**config.mk**
```make
export PLATFORM = sky130hd
export DESIGN_NAME = rsm_unit
export DESIGN_NICKNAME = d
export VERILOG_FILES = /design/src/rtl/rsm_pkg.sv /design/src/rtl/rsm_ctrl.sv /design/src/rtl/rsm_rotator.sv /design/src/rtl/rsm_mask.sv /design/src/rtl/rsm_datapath.sv /design/src/rtl/rsm_unit.sv
export SDC_FILE = /design/constraint.sdc
export NUM_CORES = 1
export LEC_CHECK = 0
export BUFFER_PORTS_ARGS = -buffer_cell sky130_fd_sc_hd__buf_2
export CAP_MARGIN = 30
export CORE_ASPECT_RATIO = 0.9
export CORE_MARGIN = 2
export CORE_UTILIZATION = 43
export DETAILED_ROUTE_END_ITERATION = 6
export GPL_TIMING_DRIVEN = 0
export PLACE_DENSITY = 0.76
export SETUP_SLACK_MARGIN = 0.15
export SLEW_MARGIN = 20
export SYNTH_ARGS = -nofsm -noshare
export SYNTH_HDL_FRONTEND = slang
export SYNTH_SLANG_ARGS = --single-unit
export TNS_END_PERCENT = 5
```
**constraint.sdc**
```tcl
create_clock -name vclk -period 5.03
set_clock_uncertainty 0.15 [all_clocks]
set_input_delay 0.2515 -clock vclk [all_inputs]
set_output_delay 0.2515 -clock vclk [all_outputs]
set_load 0.005 [all_outputs]
```
**src/rtl/rsm_pkg.sv**
```systemverilog
package rsm_pkg;
  localparam int RSM_DATA_W = 64;
  localparam int RSM_LG     = $clog2(RSM_DATA_W);

  // Strobes from control to datapath
  typedef struct packed {
    logic [RSM_LG-1:0] rotAmt;
    logic [RSM_LG-1:0] maskBegin;
    logic [RSM_LG-1:0] maskEnd;
    logic              forceZeroMask;
    logic              mergeIns;
    logic              signFill;
    logic              wordMode;
  } rsm_strobe_t;
endpackage

```
**src/rtl/rsm_ctrl.sv**
```systemverilog
module rsm_ctrl
  import rsm_pkg::*;
#(
  parameter int DATA_W = RSM_DATA_W
) (
  input  logic [$clog2(DATA_W):0] shAmt,
  input  logic [31:0]             instrWord,
  input  logic                    wordMode,
  input  logic                    shiftRight,
  input  logic                    arithMode,
  input  logic                    clearLeft,
  input  logic                    clearRight,
  output rsm_strobe_t             strobe
);
  localparam int LG = $clog2(DATA_W);
  localparam logic [LG-1:0] ALL_ONES = {LG{1'b1}};
  localparam logic [LG-1:0] HALF_BASE = {1'b1, {(LG-1){1'b0}}};

  logic          plainShift;
  logic [LG-1:0] amt;
  logic [LG-1:0] fieldWide;
  logic [LG-1:0] wordBegin;
  logic [LG-1:0] wordEnd;
  logic          unusedIw;

  assign unusedIw   = ^{instrWord[31:11], instrWord[0]};
  assign plainShift = !clearLeft && !clearRight;
  assign amt        = wordMode ? {1'b0, shAmt[LG-2:0]} : shAmt[LG-1:0];
  assign fieldWide  = {instrWord[5], instrWord[10:6]};
  assign wordBegin  = {1'b1, instrWord[10:6]};
  assign wordEnd    = {1'b1, instrWord[5:1]};

  always_comb begin
    strobe = '0;
    strobe.wordMode      = wordMode;
    strobe.mergeIns      = clearLeft && clearRight;
    strobe.signFill      = plainShift && shiftRight && arithMode;
    strobe.forceZeroMask = plainShift && (wordMode ? shAmt[LG-1] : shAmt[LG]);
    strobe.rotAmt        = (plainShift && shiftRight) ? (LG'(0) - amt) : amt;

    if (clearLeft)
      strobe.maskBegin = wordMode ? wordBegin : fieldWide;
    else if (plainShift && shiftRight)
      strobe.maskBegin = wordMode ? (HALF_BASE | amt) : amt;
    else
      strobe.maskBegin = wordMode ? HALF_BASE : '0;

    if (clearRight) begin
      if (wordMode)
        strobe.maskEnd = wordEnd;
      else
        strobe.maskEnd = clearLeft ? (ALL_ONES - amt) : fieldWide;
    end else if (clearLeft || shiftRight)
      strobe.maskEnd = ALL_ONES;
    else
      strobe.maskEnd = ALL_ONES - amt;
  end
endmodule

```
**src/rtl/rsm_rotator.sv**
```systemverilog
module rsm_rotator #(
  parameter int DATA_W = 64
) (
  input  logic [DATA_W-1:0]         dataIn,
  input  logic [$clog2(DATA_W)-1:0] amt,
  output logic [DATA_W-1:0]         dataOut
);
  localparam int LG = $clog2(DATA_W);

  logic [DATA_W-1:0] stage [0:LG];

  assign stage[0] = dataIn;

  for (genvar s = 0; s < LG; s++) begin : g_stage
    localparam int K = 1 << s;
    assign stage[s+1] = amt[s]
      ? {stage[s][DATA_W-1-K:0], stage[s][DATA_W-1:DATA_W-K]}
      : stage[s];
  end

  assign dataOut = stage[LG];
endmodule

```
**src/rtl/rsm_mask.sv**
```systemverilog
module rsm_mask #(
  parameter int DATA_W = 64
) (
  input  logic [$clog2(DATA_W)-1:0] maskBegin,
  input  logic [$clog2(DATA_W)-1:0] maskEnd,
  output logic [DATA_W-1:0]         maskOut
);
  localparam int LG = $clog2(DATA_W);

  logic              wrap;
  logic [DATA_W-1:0] pastBegin;
  logic [DATA_W-1:0] beforeEnd;

  assign wrap = maskBegin > maskEnd;

  for (genvar i = 0; i < DATA_W; i++) begin : g_bit
    // position counted from the most significant bit
    localparam logic [LG-1:0] POS = LG'(DATA_W - 1 - i);
    assign pastBegin[i] = POS >= maskBegin;
    assign beforeEnd[i] = POS <= maskEnd;
  end

  assign maskOut = wrap ? (pastBegin | beforeEnd) : (pastBegin & beforeEnd);
endmodule

```
**src/rtl/rsm_datapath.sv**
```systemverilog
module rsm_datapath
  import rsm_pkg::*;
#(
  parameter int DATA_W = RSM_DATA_W
) (
  input  logic [DATA_W-1:0] srcVal,
  input  logic [DATA_W-1:0] insVal,
  input  rsm_strobe_t       strobe,
  output logic [DATA_W-1:0] result,
  output logic              carryOut
);
  localparam int HALF = DATA_W / 2;

  logic [DATA_W-1:0] rotIn;
  logic [DATA_W-1:0] rotated;
  logic [DATA_W-1:0] rawMask;
  logic [DATA_W-1:0] keepMask;
  logic [DATA_W-1:0] fillVal;
  logic [DATA_W-1:0] dropWin;
  logic              signBit;

  assign rotIn = strobe.wordMode ? {2{srcVal[HALF-1:0]}} : srcVal;

  rsm_rotator #(.DATA_W(DATA_W)) u_rot (
    .dataIn (rotIn),
    .amt    (strobe.rotAmt),
    .dataOut(rotated)
  );

  rsm_mask #(.DATA_W(DATA_W)) u_mask (
    .maskBegin(strobe.maskBegin),
    .maskEnd  (strobe.maskEnd),
    .maskOut  (rawMask)
  );

  assign keepMask = strobe.forceZeroMask ? '0 : rawMask;
  assign signBit  = strobe.wordMode ? srcVal[HALF-1] : srcVal[DATA_W-1];
  assign fillVal  = strobe.mergeIns ? insVal
                                    : {DATA_W{strobe.signFill & signBit}};
  assign result   = (rotated & keepMask) | (fillVal & ~keepMask);

  // bits that left the operand sit in the low half (word) or anywhere
  assign dropWin  = {{HALF{~strobe.wordMode}}, {HALF{1'b1}}};
  assign carryOut = strobe.signFill & signBit & (|(rotated & ~keepMask & dropWin));
endmodule

```
**src/rtl/rsm_unit.sv**
```systemverilog
module rsm_unit
  import rsm_pkg::*;
#(
  parameter int DATA_W = RSM_DATA_W
) (
  input  logic [63:0] srcVal,
  input  logic [63:0] insVal,
  input  logic [6:0]  shAmt,
  input  logic [31:0] instrWord,
  input  logic        wordMode,
  input  logic        shiftRight,
  input  logic        arithMode,
  input  logic        clearLeft,
  input  logic        clearRight,
  output logic [63:0] result,
  output logic        carryOut
);
  rsm_strobe_t strobe;

  rsm_ctrl #(.DATA_W(DATA_W)) u_ctrl (
    .shAmt     (shAmt),
    .instrWord (instrWord),
    .wordMode  (wordMode),
    .shiftRight(shiftRight),
    .arithMode (arithMode),
    .clearLeft (clearLeft),
    .clearRight(clearRight),
    .strobe    (strobe)
  );

  rsm_datapath #(.DATA_W(DATA_W)) u_dp (
    .srcVal  (srcVal),
    .insVal  (insVal),
    .strobe  (strobe),
    .result  (result),
    .carryOut(carryOut)
  );
endmodule

```
# --- Yosys cells after proc, flatten, opt, wreduce, memory -nomap -nowiden ---
# Cells that the tools add are included.
word_totals:
  ff_bits: 0
  latch_bits: 0
  ramBits: 0
  rom_bits: 0
  inputBits: 172
  out_inout_bits: 65
  wordCells: 174
  memories: 0
classes:
  addsub: 2
  multipliers: 0
  n_div: 0
  n_lt_le_gt_ge: 129
  eq_ne: 0
  shifts: 0
  n_mux: 23
  n_bitwise: 11
  reduce_logical: 9
op_table:
  columns: ["op", "count"]
  rows:
  - ["$mux 64", 10]
  - ["$and 64x64->64", 5]
  - ["$ge 6x6->1 const A", 32]
  - ["$le 6x6->1 const A", 32]
  - ["$or 64x64->64", 2]
  - ["$ge 5x6->1 const A", 16]
  - ["$le 5x6->1 const A", 16]
  - ["$mux 6", 11]
  - ["$not 64->64", 1]
  - ["$reduce_or 64->1", 1]
  - ["$ge 4x6->1 const A", 8]
  - ["$le 4x6->1 const A", 8]
  - ["$ge 3x6->1 const A", 4]
  - ["$le 3x6->1 const A", 4]
  - ["$ge 1x6->1 const A", 2]
  - ["$ge 2x6->1 const A", 2]
  - ["$le 1x6->1 const A", 2]
  - ["$le 2x6->1 const A", 2]
  - ["$gt 6x6->1", 1]
  - ["$sub 1x6->6 const A", 1]
  - ["$sub 6x6->6 const A", 1]
  - ["$logic_and 1x1->1", 5]
  - ["$and 1x1->1", 2]
  - ["$logic_not 1->1", 2]
  - ["3 further kinds", 4]

# --- Longest topological paths before layout ---
# Gate-level depths: netlist of run 1.
logic_depth:
  ltp_word: 14
  ltp_mapped: 24
  mapped_depth_nobuf: 17

# --- Hierarchy ---
# A second synthesis of run 1 with hierarchy kept.
hier_totals:
  hier_cells: 924
  area_unflattened_um2: 9365.2
modules_own_cells:
  columns: ["module", "n_inst", "cells_per_inst", "area_each_um2", "seq_area_each_um2"]
  rows:
  - ["rsm_rotator", 1, 234, 4609.4, 0.0]
  - ["rsm_datapath", 1, 341, 2578.7, 0.0]
  - ["rsm_mask", 1, 297, 1810.5, 0.0]
  - ["rsm_ctrl", 1, 52, 366.6, 0.0]

# --- Worst setup path before layout of run 1 ---
# No wires, ideal clock.
synth_path:
  kind: "in2out"
  from: "in shAmt[0]"
  to: "out carryOut"
  arrival_ns: 4.477
  required_time_ns: 4.628
  path_slack_ns: 0.151
  path_stages: 18
  path_buffers: 4
  path_cell_list: "buf_2 inv_2 buf_1 ha_1 or4b_4 xnor2_4 buf_12 buf_12 mux2i_1 mux2i_1 a221oi_1 o22ai_1 nor3_1 nor2_1 a2111o_1 or4_1 o41ai_2 a31oi_1"
synth_between:
  elab_chain_len: 14
  elab_cells_between_ends: 155
  cone_classes: "add/sub (2); order compare (129); mux (17); bitwise (6); reduce/logical (1)"
synth_lines:
  columns: ["element", "line", "rtl"]
  rows:
  - ["start, declared", "rsm_unit.sv:8", "input logic [6:0] shAmt,"]
  - ["$mux 6 *", "rsm_ctrl.sv:28", "assign amt = wordMode ? {1'b0, shAmt[LG-2:0]} : shAmt[LG-1:0];"]
  - ["$sub 6x6->6", "rsm_ctrl.sv:52, rsm_ctrl.sv:56", null]
  - ["$mux 6", "rsm_ctrl.sv:52", "strobe.maskEnd = clearLeft ? (ALL_ONES - amt) : fieldWide;"]
  - ["$mux 6", "rsm_ctrl.sv:49", "if (wordMode)"]
  - ["$mux 6", "rsm_ctrl.sv:48", "if (clearRight) begin"]
  - ["$le 6x6->1, or another cell as far along", "rsm_mask.sv:20", "assign beforeEnd[i] = POS <= maskEnd;"]
  - ["$and 64x64->64 / $or 64x64->64 (equally long branches)", "rsm_mask.sv:23", "assign maskOut = wrap ? (pastBegin | beforeEnd) : (pastBegin & beforeEnd);"]
  - ["$mux 64", "rsm_mask.sv:23", null]
  - ["$mux 64", "rsm_datapath.sv:36", "assign keepMask = strobe.forceZeroMask ? '0 : rawMask;"]
  - ["$not 64->64", "rsm_datapath.sv:44", "assign carryOut = strobe.signFill & signBit & (|(rotated & ~keepMask & dropWin));"]
  - ["$and 64x64->64 * (2 in series)", "rsm_datapath.sv:44", null]
  - ["$reduce_or 64->1 *", "rsm_datapath.sv:44", null]
  - ["$and 1x1->1 *", "rsm_datapath.sv:44", null]
  - ["end, declared", "rsm_unit.sv:16", "output logic carryOut"]
# Mark *: on every way between the ends. The rest lies on a longest branch, timed or not.

# --- Worst setup path in the final report of run 1 ---
# Ends and elaborated chain as after synthesis.

==> results.cfg, run 1 <==
[run_status]
status = finished with violations
violations = design-rule violations, negative setup slack

[synth]
synth_area_leader_cell = mux2i_1
yosysMostFrequentCell = mux2i_1
synthDistinctLibCells = 92
yosys-top-cells-area = mux2i_1, mux2_2, a21oi_1
syn_area_um2 = 10100
syn_nets = 1636
synth_cells = 1460
synthTopCellsByCount = mux2i_1, a21oi_1, nand2_1, nor2_1, o21ai_0
synth_seq_area_share_pct = 0
yosysWarnings = 0
postSynthAreaPerCell_um2 = 6.95
synth_top_area_share_pct = 17.2

[global_route]
grt_antenna_before_repair = 2
track_usage_pct = 49.5
grt_max_degree = 11
grt_pass1_wl_mm = 93.3
gr-total-overflow = 0
grt_pass1_vias = 14400

[final_layout]
final_util_pct = 57.5
post_layout_nonfiller_instances = 2046
drive_gt1_share_pct = 37.3
seq_area_um2 = 0
num_antenna_cells = 0
fin_nets = 1922
finalInstanceArea_um2 = 13400
seq_cell_count = 0
nClkBuffers = 0
syn_to_final_growth_pct = 32.0

[power_and_ir_drop]
clockPowerShare_pct = 0
finalPower_w = 0.00288
irDropWorstVdd_v = 0.0000793
power_density_nw_per_um2 = 215
p_comb_share_pct = 100.0
netSwitchingFraction_pct = 62.3
seq_power_share_pct = 0
netSwitchingPower_w = 0.00179
internal_power_w = 0.00108
p_leak_nw = 5.47

[die]
die_w_um = 166
die_area_um2 = 24800
core_area_um2 = 23300
row_count = 53
start_util_pct = 43.6
die_h_um = 150
io_pins = 237

[setup_path]
crit_required_ns = 4.63
cp.arrival_ns = 4.82
path_max_fanout = 6
endpoint_kind = output pin
crit_type = primary input to output pin
start_kind = primary input

[placement]
port_buffers = 212
dpl-instance-area_um2 = 11600
hpwl_mm = 51.5
gp_congestion = 1.14
dp.cells = 1976

[sta]
setup_ws_ns = -0.187
maxSlewViolCount = 0
final_hold_viol_count = 0
maxSlewHeadroom_pct = 32.5
period_minus_slack_ns = 5.22
worst_pin_slew_ns = 0.984
rsz0062_at_grt = true
setup_viol = 1
period_share_pct = 104
fmax_ghz = 0.192
fin_setup_tns_ns = -0.187

[route]
wl_met2_mm = 25.4
vias_per_cell = 7.62
vias = 15600
met3_length_mm = 12.0
drc = 56
postRouteAntennaNets = 0
met1Wirelength_mm = 22.6
drtIter0Drc = 3048
wl_per_cell_um = 31.9
top_layer = met5
wl_mm = 65.3
dr.pass1.iters = 7

[min_path]
holdCritPathClass = primary input to output pin

[run]
cap_violations = 0
## final cells by class
class / instances / area (um^2)
plain buffers: 135 / 893
fillers: 2184 / 9890
inverters: 19 / 96.3
multi-input cells: 1306 / 10300
well taps: 302 / 378
repair buffers: 284 / 1680
## power by group through the flow
| stage | clock (W) | combinational (W) | sequential, W |
|---|---|---|---|
| 2_1_floorplan | 0 | 0.00139 | 0 |
| 6_report | 0 | 0.00288 | 0 |
| 4_1_cts | 0 | 0.00258 | 0 |
| 3_3_place_gp | 0 | 0.00226 | 0 |
| 5_1_grt | 0 | 0.00292 | 0 |
| 3_5_place_dp | 0 | 0.00226 | 0 |
## layer usage
layer | vias to the layer above | track usage (%)
met5 | - | 0
met4 | 4 | 23.8
met3 | 497 | 24.4
met2 | 1615 | 71.9
met1 | 7213 | 61.0
li1 | 6254 | -
## worst max-delay path, cell delays in order
cell      delay (ns)
buf_12          0.10
inv_12          0.03
buf_12          0.11
ha_4            0.15
or4b_4          0.56
xnor2_4         0.29
buf_12          0.19
buf_12          0.15
mux2i_4         0.28
mux2i_4         0.16
a221oi_2        0.32
buf_4           0.22
o22ai_4         0.09
nor3_4          0.40
nor2_2          0.10
a2111o_1        0.31
or4_4           0.53
o41ai_4         0.23
a31oi_1         0.16
buf_2           0.16
## cells by family (layout without fill, tap and decap cells)
| group | count (synthesis) | count (layout) | share of synthesized area (%) |
|---|---|---|---|
| fa+ha+maj | 33 | 33 | 3.36 |
| buf+inv | 154 | 438 | 7.71 |
| mux | 291 | 291 | 33.2 |
| simple gates | 423 | 423 | 19.0 |
| compound gates | 554 | 554 | 36.0 |
| xor+xnor | 5 | 5 | 0.617 |
## placed cells by master (no fill, tap or decap), types with 8 or more instances in the layout
cell      synthesis  routed
nand2_1         159     159
a22oi_1          16      16
maj3_2            0      13
buf_6             3      13
a31oi_1          19      18
a21oi_2           2      11
buf_4             4      73
o211ai_1         19      19
buf_12            7      12
a21oi_1         168     159
o21ai_1           3      13
nand4_1          10      10
o221ai_1         11       8
nor2_1          133     123
o21ai_2           2      14
nand3_1          24      24
o22ai_1          25      20
a221oi_1         24      15
a21o_1           10      10
nor3_1           26      22
mux2_2           82      82
nor2_2            0      10
buf_1            19      10
inv_1            15      15
clkbuf_1         60      47
buf_2            42     242
a211oi_1         41      36
mux2i_2           0      19
maj3_1           29      15
clkbuf_2          0      11
mux2i_4           0      23
mux2i_1         174     132
o21ai_0          98      74
o21a_1           17      15
a22o_1           11      11
mux4_2           27      27
## final timing paths
check       start    endpoint  slack (ns)  cells after the start
min    insVal[43]  result[43]        0.70                      4
max      shAmt[0]    carryOut       -0.19                     20
## what timing repair did
item | 4_1_cts | 5_1_grt
setup buffers | 52 | 13
endpoints found under the setup margin | 65 | 10
gates resized for setup | 235 | 71
hold buffers | 0 | 0
pin swaps | 39 | 22
cloned | 2 | 1
## stage by stage
stage | worst slack [ns] | hold slack (ns)
after detailed placement | -1.75 | 0.698
after global routing | -0.161 | 0.727
after global placement | -1.83 | 0.701
after CTS | -0.0219 | 0.703
final | -0.187 | 0.702
after floorplan | 0.151 | 0.475
No activity file was read; power rests on OpenSTA's default activity.
==> inputs of run 2 (changes only) <==
--- a/config.mk
+++ b/config.mk
@@ -5,6 +5,7 @@
 export SDC_FILE = /design/constraint.sdc
 export NUM_CORES = 1
 export LEC_CHECK = 0
+export ABC_CLOCK_PERIOD_IN_PS = 5030
 export BUFFER_PORTS_ARGS = -buffer_cell sky130_fd_sc_hd__buf_2
 export CAP_MARGIN = 30
 export CORE_ASPECT_RATIO = 0.9
@@ -13,6 +14,7 @@
 export DETAILED_ROUTE_END_ITERATION = 6
 export GPL_TIMING_DRIVEN = 0
 export PLACE_DENSITY = 0.76
+export REMOVE_ABC_BUFFERS = 1
 export SETUP_SLACK_MARGIN = 0.15
 export SLEW_MARGIN = 20
 export SYNTH_ARGS = -nofsm -noshare
==> results.cfg, run 2 (synthesis results as in run 1) <==
[die]
start_util_pct = 43.6
die_h_um = 150
io_pins = 237
die_area_um2 = 24800
core_area_um2 = 23300
row_count = 53
die_w_um = 166

[power_and_ir_drop]
p_leak_nw = 5.44
clockPowerShare_pct = 0
power_density_nw_per_um2 = 202
seq_power_share_pct = 0
p_comb_share_pct = 100.0
irDropWorstVdd_v = 0.000105
internal_power_w = 0.00107
netSwitchingPower_w = 0.00162
netSwitchingFraction_pct = 60.2

[setup_path]
crit_type = primary input to output pin
cp.arrival_ns = 4.71
crit_required_ns = 4.63
start_kind = primary input
path_max_fanout = 7
endpoint_kind = output pin

[final_layout]
multi_input_area_um2 = 10300
layout_commonest_cell = buf_2
seq_cell_count = 0
num_antenna_cells = 0
seq_area_um2 = 0
final_util_pct = 57.3
fillers = 2149
fin_nets = 1839
finalInstanceArea_um2 = 13300
syn_to_final_growth_pct = 31.5
layout_common_cells = buf_2, a21oi_1, nand2_1
drive_gt1_share_pct = 36.2
nClkBuffers = 0

[sta]
fmax_ghz = 0.196
period_minus_slack_ns = 5.11
rsz0062_at_grt = true
worst_pin_slew_ns = 1.03
maxSlewHeadroom_pct = 31.1
final_hold_viol_count = 0
period_share_pct = 102
maxSlewViolCount = 0
hold_slack_ns = 0.695
setup_ws_ns = -0.0846
setup_viol = 1

[global_route]
grt_max_degree = 65
grt_pass1_vias = 13100
gr-total-overflow = 0
grt_pass1_wl_mm = 84.1
track_usage_pct = 43.8
grt_antenna_before_repair = 0

[route]
wl_mm = 58.0
dr.pass1.iters = 7
vias = 14500
drtIter0Drc = 2735
vias_per_cell = 7.36
wl_per_cell_um = 29.5
drc = 0
postRouteAntennaNets = 0

[run_status]
violations = negative setup slack
status = finished with violations

[run]
cap_violations = 0

[placement]
hpwl_mm = 42.1
port_buffers = 215
gp_congestion = 1.08
dpl-instance-area_um2 = 11500

[min_path]
holdCritPathClass = primary input to output pin
-- run 2: cell type report --
type                            instances  area share (%)
Multi-Input combinational cell       1312            77.2
Inverter                               19           0.854
Timing Repair Buffer                  329            19.1
Timing Repair inverter                  1          0.0657
Tap cell                              302            2.83
-- run 2: critical path, cell delays in order --
cell,delay (ns)
buf_16,0.11
inv_16,0.03
ha_4,0.14
or4b_4,0.59
xnor2_4,0.24
clkbuf_16,0.21
buf_12,0.11
buf_16,0.12
mux4_2,0.42
buf_4,0.21
mux4_2,0.48
o2bb2ai_1,0.14
a21oi_1,0.45
o22a_1,0.27
o221a_2,0.18
nand4_1,0.16
o41ai_4,0.28
a31oi_1,0.14
buf_2,0.15
-- run 2: path summary, 6_finish.rpt --
check                    end  slack (ns)       start  cells past startpoint
setup / recovery    carryOut       -0.08    shAmt[0]                     19
hold / removal    result[56]        0.69  insVal[56]                      4
-- run 2: metal layers --
layer	up-vias	share of wire (%)	wire, um	GRT usage (%)
met5	-	0.078	45	0
met4	2	5.4	3150	16.4
met3	261	16	9430	15.9
met2	1312	39	22700	62.8
met1	6788	39	22700	59.7
li1	6093	-	-	-
-- run 2: timing repair --
item,4_1_cts,5_1_grt
resized for setup,164,51
setup endpoints to repair,65,1
hold buffers,0,0
pin swaps,34,20
gates cloned,14,1
setup buffers,59,16
-- run 2: per-stage QoR --
step                instances  setup TNS (ns)  setup WS, ns  total power (W)
CTS                      1945               0        0.0892          0.00246
global placement         1842         -274.00         -6.44          0.00210
floorplan                1325          -26.43         -1.72          0.00131
finish                   1963         -0.0846       -0.0846          0.00269
detailed placement       1872          -85.84         -2.82          0.00216
global route             1963         -0.0790       -0.0790          0.00278
-- run 2: power groups by stage --
stage               registers [W]  clock network [W]  logic, W
CTS                             0                  0   0.00246
finish                          0                  0   0.00269
floorplan                       0                  0   0.00131
detailed placement              0                  0   0.00216
global placement                0                  0   0.00210
global route                    0                  0   0.00278
